**config.mk**
```make
export PLATFORM = sky130hd
export DESIGN_NAME = pwm_grouped
export DESIGN_NICKNAME = d
export VERILOG_FILES = /design/src/rtl/pwm_grp_pkg.sv /design/src/rtl/pwm_grp_regs.sv /design/src/rtl/pwm_grp_group.sv /design/src/rtl/pwm_grp_outsel.sv /design/src/rtl/pwm_grouped.sv
export SDC_FILE = /design/constraint.sdc
export NUM_CORES = 2
export LEC_CHECK = 0
export ABC_CLOCK_PERIOD_IN_PS = 12300
export BUFFER_PORTS_ARGS = -buffer_cell sky130_fd_sc_hd__buf_2
export CAP_MARGIN = 0
export CORE_UTILIZATION = 52
export CTS_BUF_LIST = sky130_fd_sc_hd__clkbuf_8 sky130_fd_sc_hd__clkbuf_16
export DETAILED_ROUTE_END_ITERATION = 10
export PLACE_DENSITY = 0.68
export SLEW_MARGIN = 5
export SYNTH_ARGS = -nofsm -noshare
export SYNTH_HDL_FRONTEND = slang
export SYNTH_HIERARCHICAL = 1
export SYNTH_SLANG_ARGS = --single-unit
```
**constraint.sdc**
```tcl
create_clock -name clk -period 12.3 [get_ports clk]
set_input_delay 1.845 -clock clk [delete_from_list [all_inputs] [get_ports clk]]
set_output_delay 1.845 -clock clk [all_outputs]
set_load 0.02 [all_outputs]
```
**src/rtl/pwm_grp_pkg.sv**
```systemverilog
// Shared constants and types for the grouped PWM controller.
// Assumes a 6-bit register address space and 16-bit data words.
package pwm_grp_pkg;
    localparam int ADDR_W    = 6;
    localparam int DATA_W    = 16;
    localparam int DUTY_W    = 10;
    localparam int DUTY_FULL = 1000;

    localparam logic [ADDR_W-1:0] A_MODE  = 6'h00;
    localparam logic [ADDR_W-1:0] A_FREQ0 = 6'h01;
    localparam logic [ADDR_W-1:0] A_LEVEL = 6'h04;
    localparam logic [ADDR_W-1:0] A_ERR   = 6'h09;
    localparam logic [ADDR_W-1:0] A_DUTY0 = 6'h0A;
    localparam logic [ADDR_W-1:0] A_VER   = 6'h3F;

    typedef enum logic [1:0] {
        ERR_NONE = 2'd0,
        ERR_FREQ = 2'd1,
        ERR_DUTY = 2'd2
    } err_e;
endpackage

```
**src/rtl/pwm_grp_regs.sv**
```systemverilog
// Register bank: write decode, range checks, error code and read mux.
// Assumes A_FREQ0+NGRP <= A_LEVEL and A_DUTY0+NCH <= A_VER.
module pwm_grp_regs
    import pwm_grp_pkg::*;
#(
    parameter int NGRP     = 3,
    parameter int NCH      = 12,
    parameter int FREQ_MAX = 4000,
    parameter logic [15:0] VERSION = 16'h0102
) (
    input  logic                         clk,
    input  logic                         rst_n,
    input  logic                         wr_en,
    input  logic [ADDR_W-1:0]            addr,
    input  logic [DATA_W-1:0]            wdata,
    output logic [DATA_W-1:0]            rdata,
    output logic [NCH-1:0]               mode_q,
    output logic [NCH-1:0]               level_q,
    output logic [NGRP-1:0][DATA_W-1:0]  freq_q,
    output logic [NCH-1:0][DUTY_W-1:0]   duty_q,
    output err_e                         err_q
);
    logic freq_bad;
    logic duty_bad;

    // Range checks on incoming data, shared by every group and channel.
    always_comb begin
        freq_bad = wdata > DATA_W'(FREQ_MAX);
        duty_bad = wdata > DATA_W'(DUTY_FULL);
    end

    // Register storage with discard and clamp handling.
    always_ff @(posedge clk) begin
        if (!rst_n) begin
            mode_q  <= '0;
            level_q <= '0;
            freq_q  <= '0;
            duty_q  <= '0;
            err_q   <= ERR_NONE;
        end else if (wr_en) begin
            if (addr == A_MODE)  mode_q  <= wdata[NCH-1:0];
            if (addr == A_LEVEL) level_q <= wdata[NCH-1:0];
            if (addr == A_ERR && wdata == '0) err_q <= ERR_NONE;
            for (int g = 0; g < NGRP; g++) begin
                if (addr == ADDR_W'(A_FREQ0 + g)) begin
                    if (freq_bad) err_q     <= ERR_FREQ;
                    else          freq_q[g] <= wdata;
                end
            end
            for (int c = 0; c < NCH; c++) begin
                if (addr == ADDR_W'(A_DUTY0 + c)) begin
                    if (duty_bad) begin
                        duty_q[c] <= DUTY_W'(DUTY_FULL);
                        err_q     <= ERR_DUTY;
                    end else begin
                        duty_q[c] <= wdata[DUTY_W-1:0];
                    end
                end
            end
        end
    end

    // Read mux; unlisted addresses fall through to zero.
    always_comb begin
        rdata = '0;
        if (addr == A_MODE)  rdata = DATA_W'(mode_q);
        if (addr == A_LEVEL) rdata = DATA_W'(level_q);
        if (addr == A_ERR)   rdata = DATA_W'(err_q);
        if (addr == A_VER)   rdata = VERSION;
        for (int g = 0; g < NGRP; g++)
            if (addr == ADDR_W'(A_FREQ0 + g)) rdata = freq_q[g];
        for (int c = 0; c < NCH; c++)
            if (addr == ADDR_W'(A_DUTY0 + c)) rdata = DATA_W'(duty_q[c]);
    end
endmodule

```
**src/rtl/pwm_grp_group.sv**
```systemverilog
// One frequency group: a phase accumulator shared by GRP_SZ channels,
// each with a threshold latched at the period boundary.
// Assumes CLK_HZ is a multiple of 1000 and freq <= FREQ_MAX.
module pwm_grp_group
    import pwm_grp_pkg::*;
#(
    parameter int GRP_SZ   = 4,
    parameter int CLK_HZ   = 50_000_000,
    parameter int FREQ_MAX = 4000
) (
    input  logic                           clk,
    input  logic                           rst_n,
    input  logic [DATA_W-1:0]              freq,
    input  logic [GRP_SZ-1:0][DUTY_W-1:0]  duty,
    output logic [GRP_SZ-1:0]              pwm_raw
);
    localparam int ACC_W  = $clog2(CLK_HZ + FREQ_MAX + 1);
    localparam int STEP   = CLK_HZ / DUTY_FULL;
    localparam int PROD_W = ACC_W + DUTY_W;

    logic [ACC_W-1:0] acc_q;
    logic [ACC_W-1:0] sum;
    logic             run;
    logic             wrap;

    // Next phase and boundary detection.
    always_comb begin
        run  = freq != '0;
        sum  = acc_q + ACC_W'(freq);
        wrap = sum >= ACC_W'(CLK_HZ);
    end

    // Phase accumulator; parked at zero while the group is stopped.
    always_ff @(posedge clk) begin
        if (!rst_n)     acc_q <= '0;
        else if (!run)  acc_q <= '0;
        else if (wrap)  acc_q <= sum - ACC_W'(CLK_HZ);
        else            acc_q <= sum;
    end

    for (genvar i = 0; i < GRP_SZ; i++) begin : g_ch
        logic [PROD_W-1:0] prod;
        logic [ACC_W-1:0]  thr_q;

        // Threshold from the duty word, scaled to accumulator units.
        always_comb prod = PROD_W'(duty[i]) * PROD_W'(STEP);

        // Threshold reloads only at a boundary or while stopped.
        always_ff @(posedge clk) begin
            if (!rst_n)             thr_q <= '0;
            else if (!run || wrap)  thr_q <= ACC_W'(prod);
        end

        // Level is high during the leading part of the phase.
        always_comb pwm_raw[i] = run && (acc_q < thr_q);
    end
endmodule

```
**src/rtl/pwm_grp_outsel.sv**
```systemverilog
// Output stage: per channel choice between PWM level and static level,
// registered so the pins never glitch. Assumes nothing about the inputs.
module pwm_grp_outsel #(
    parameter int NCH = 12
) (
    input  logic           clk,
    input  logic           rst_n,
    input  logic [NCH-1:0] mode,
    input  logic [NCH-1:0] level,
    input  logic [NCH-1:0] pwm_raw,
    output logic [NCH-1:0] pins
);
    // Registered mux per channel.
    always_ff @(posedge clk) begin
        if (!rst_n) pins <= '0;
        else        pins <= (mode & pwm_raw) | (~mode & level);
    end
endmodule

```
**src/rtl/pwm_grouped.sv**
```systemverilog
// Top: register bank, NGRP frequency groups of GRP_SZ channels, and
// the registered output stage. Assumes single-cycle host writes.
module pwm_grouped
    import pwm_grp_pkg::*;
#(
    parameter int NGRP     = 3,
    parameter int GRP_SZ   = 4,
    parameter int CLK_HZ   = 50_000_000,
    parameter int FREQ_MAX = 4000,
    parameter logic [15:0] VERSION = 16'h0102
) (
    input  logic                     clk,
    input  logic                     rst_n,
    input  logic                     wr_en,
    input  logic [5:0]               addr,
    input  logic [15:0]              wdata,
    output logic [15:0]              rdata,
    output logic [NGRP*GRP_SZ-1:0]   pwm_out
);
    localparam int NCH = NGRP * GRP_SZ;

    logic [NCH-1:0]              mode_q;
    logic [NCH-1:0]              level_q;
    logic [NGRP-1:0][DATA_W-1:0] freq_q;
    logic [NCH-1:0][DUTY_W-1:0]  duty_q;
    err_e                        err_q;
    logic [NCH-1:0]              pwm_raw;

    pwm_grp_regs #(
        .NGRP(NGRP), .NCH(NCH), .FREQ_MAX(FREQ_MAX), .VERSION(VERSION)
    ) u_regs (
        .clk(clk), .rst_n(rst_n), .wr_en(wr_en), .addr(addr),
        .wdata(wdata), .rdata(rdata), .mode_q(mode_q), .level_q(level_q),
        .freq_q(freq_q), .duty_q(duty_q), .err_q(err_q)
    );

    for (genvar g = 0; g < NGRP; g++) begin : g_grp
        pwm_grp_group #(
            .GRP_SZ(GRP_SZ), .CLK_HZ(CLK_HZ), .FREQ_MAX(FREQ_MAX)
        ) u_group (
            .clk(clk), .rst_n(rst_n), .freq(freq_q[g]),
            .duty(duty_q[g*GRP_SZ +: GRP_SZ]),
            .pwm_raw(pwm_raw[g*GRP_SZ +: GRP_SZ])
        );
    end

    pwm_grp_outsel #(.NCH(NCH)) u_out (
        .clk(clk), .rst_n(rst_n), .mode(mode_q), .level(level_q),
        .pwm_raw(pwm_raw), .pins(pwm_out)
    );
endmodule

```
==> reports/metrics.cfg <==
[sta]
fin_tns_setup_ps = 0
fin_worst_skew_ps = 27.5
relSlewSlack_pct = 24.9
rsz0062_at_grt = false
fin_crit_sh_pct = 56.2
finalCriticalPeriod_ps = 6920
hold_viol_final = 0
max_freq_mhz = 145
worst_hold_slack_ps = 461
worst_slack_ps = 5380
drv_slew = 0
setup_viol = 0
tightestPinTransition_ps = 1130

[clocking]
htree_levels = 3
postCtsSetupRepairBufs = 0
cts_resized = 0
clkSlewWorstSetupHoldPaths_ps = 50
cts_tree = yes
clockRootBuffer = clkbuf_16
cts_made_buffers = 69
cts-hold-fix-buffers = 0
clk_latency_ps = 650
clock-sinks = 548
clock_path_buffers = 3

[cells_and_area]
num-fill-cells = 9662
drive_gt1_share_pct = 5.15
final_net_count = 7684
regArea_mm2 = 0.0110
final_cell_mix = 1,185 x ha_1, 763 x inv_1, 548 x dfxtp_1
layout_commonest_cell = ha_1
multi_input_area_mm2 = 0.0411
area_growth_pct = 6.69

[critical_path]
arrival_ps = 5070
cp-end-kind = output pin
critPathKind = input pin to output pin
start_kind = input pin
required_ps = 10450
cp_max_fo = 36

[floorplanning]
fp.coreArea_mm2 = 0.106
die_x_um = 330
rows = 119
ios = 53
start_util_pct = 52.8
die_area_mm2 = 0.109
fp.dieH_um = 330

[global_route]
grt_use_total_pct = 28.7
grt_start_max_net_pins = 176
grt_pass1_vias = 43191
antenna_found_initial = 15
grt-ovfl-total = 0
grt_pass1_wl_um = 245000

[power]
peakVddDrop_mv = 0.0976
power_uw = 4200
powerDensity_mw_per_mm2 = 70.5
p_leak_uw = 0.0312

[synth]
synth_edf_count = 0
synth_nets = 7752
syn_area_per_cell_um2 = 8.85
synth-main-ff-cell = dfxtp_1
synth-seq-area-share_pct = 19.6
async_flop_share_pct = 0
synth-compound-area-share_pct = 16.5
synth_top_family_by_area = adder cells
synth.area.mux_share_pct = 4.77
synth_xor_area_share_pct = 4.13
synthTopCellsByArea = ha_1 27%, dfxtp_1 20%, fa_1 7.8%
synth_top_cell_area_share_pct = 26.5
synthesis.instances = 6323
synth_fa_ha_area_share_pct = 34.3
synth_area_mm2 = 0.0559
synth_cell_types = 123
yosysWarnings = 6
ys_ff_latch = 548
yosys.area_share.simple_pct = 13.6
synth_area_leader_cell = ha_1

[job]
cap_violations = 0

[status]
status = complete, no violations

[route]
postRouteAntennaNets = 0
drt_iter0_markers = 3340
vias = 45145
totalWireLength_um = 157000
first_pass_iters = 6
post_drt_wl_per_cell_um = 20.3
viasPerCell = 5.86
drc_errors = 0

[placement]
gp_congestion = 0.941
post-place-ws_ps = 5470
dp_hpwl_um = 124000
io_buffers = 52

[min_path]
min-delay-path-class = flip-flop to flip-flop

## cell usage after synthesis, drive strengths merged, types with 29 or more instances
library cell	instances
o21ai	163
and2	35
a31oi	42
a21boi	69
nor3	102
nand2	452
nor4	31
nor2	402
a21o	149
o2111ai	29
nand2b	60
or3	29
clkbuf	128
inv	761
o211a	86
mux2i	252
ha	1185
o311ai	47
xnor2	190
or2	43
a21oi	286
nand4	55
nand3	134
o31ai	74
buf	95
a211oi	59
o21bai	29
nor2b	85
xor2	74
dfxtp	548
fa	219
o21a	35
and3	71
## sequential cells by signal, summed over array words and instances, names as in the netlist
| signal | count |
|---|---|
| u_regs/level_q | 12 |
| u_regs/duty_q | 120 |
| g_grp.u_group/acc_q | 78 |
| u_regs/err_q | 2 |
| u_regs/mode_q | 12 |
| u_out/pins | 12 |
| u_regs/freq_q | 48 |
| g_grp.u_group/g_ch.thr_q | 264 |
## per-layer routing
layer | wire length [um] | vias to the layer above | GRT usage [%]
li1 | - | 22230 | -
met5 | 94 | - | 0
met1 | 73800 | 21500 | 40.4
met3 | 9580 | 242 | 4.30
met2 | 68400 | 1159 | 45.3
met4 | 4820 | 14 | 8.38
## cells by family after synthesis
logic type                 count (synthesis)
adders and majority gates               1404
xor gates and xnor gates                 264
and+or+nand+nor                         1567
DFF                                      548
muxes                                    264
buffers and inverters                    985
AOI/OAI and AO/OA                       1291
## area by class of cell
| class | count | share of cell area (%) |
|---|---|---|
| clock buffers | 83 | 3.25 |
| inverters | 762 | 4.79 |
| repair buffers | 84 | 0.876 |
| well taps | 1391 | 2.92 |
| clock inverters | 42 | 0.862 |
| multi-input cells | 4790 | 68.9 |
| diodes | 5 | 0.0210 |
| flip-flops and latches | 548 | 18.4 |
## critical path, stage by stage
cell and delay [ps]:
buf_2 630, or4b_1 690, nor2_1 590, a22oi_1 190, nand3_1 230, nor4bb_1 90, o221ai_1 510, buf_2 280
## metrics by stage
stage	util [%]	std cells	instance area, um^2
floorplan	-	6323	55900
global placement	54.0	7575	57200
detailed placement	54.0	7575	57200
CTS	56.3	7700	59700
global route	56.3	7702	59700
finish	56.3	7705	59700
## power breakdown
part | switching, uW | leakage, uW | internal, uW
Combinational | 134 | 0.0256 | 68.4
Sequential | 9.68 | 0.00441 | 1780
Clock | 867 | 0.00123 | 1340
## path summary, 6_finish.rpt
check	depth (start not counted)	slack [ps]	end	startpoint
setup / recovery	8	5380	rdata[4]	addr[1]
hold / removal	2	460	g_grp[1].u_group/g_ch[2].thr_q[8]$_SDFFE_PN0P_	g_grp[1].u_group/g_ch[2].thr_q[8]$_SDFFE_PN0P_
hold reg to reg	2	460	g_grp[1].u_group/g_ch[2].thr_q[8]$_SDFFE_PN0P_	g_grp[1].u_group/g_ch[2].thr_q[8]$_SDFFE_PN0P_
setup reg to reg	19	6420	g_grp[0].u_group/g_ch[1].thr_q[25]$_SDFFE_PN0P_	u_regs/duty_q[14]$_SDFFE_PN0P_
Note: power is estimated with default switching activity, not from simulation.
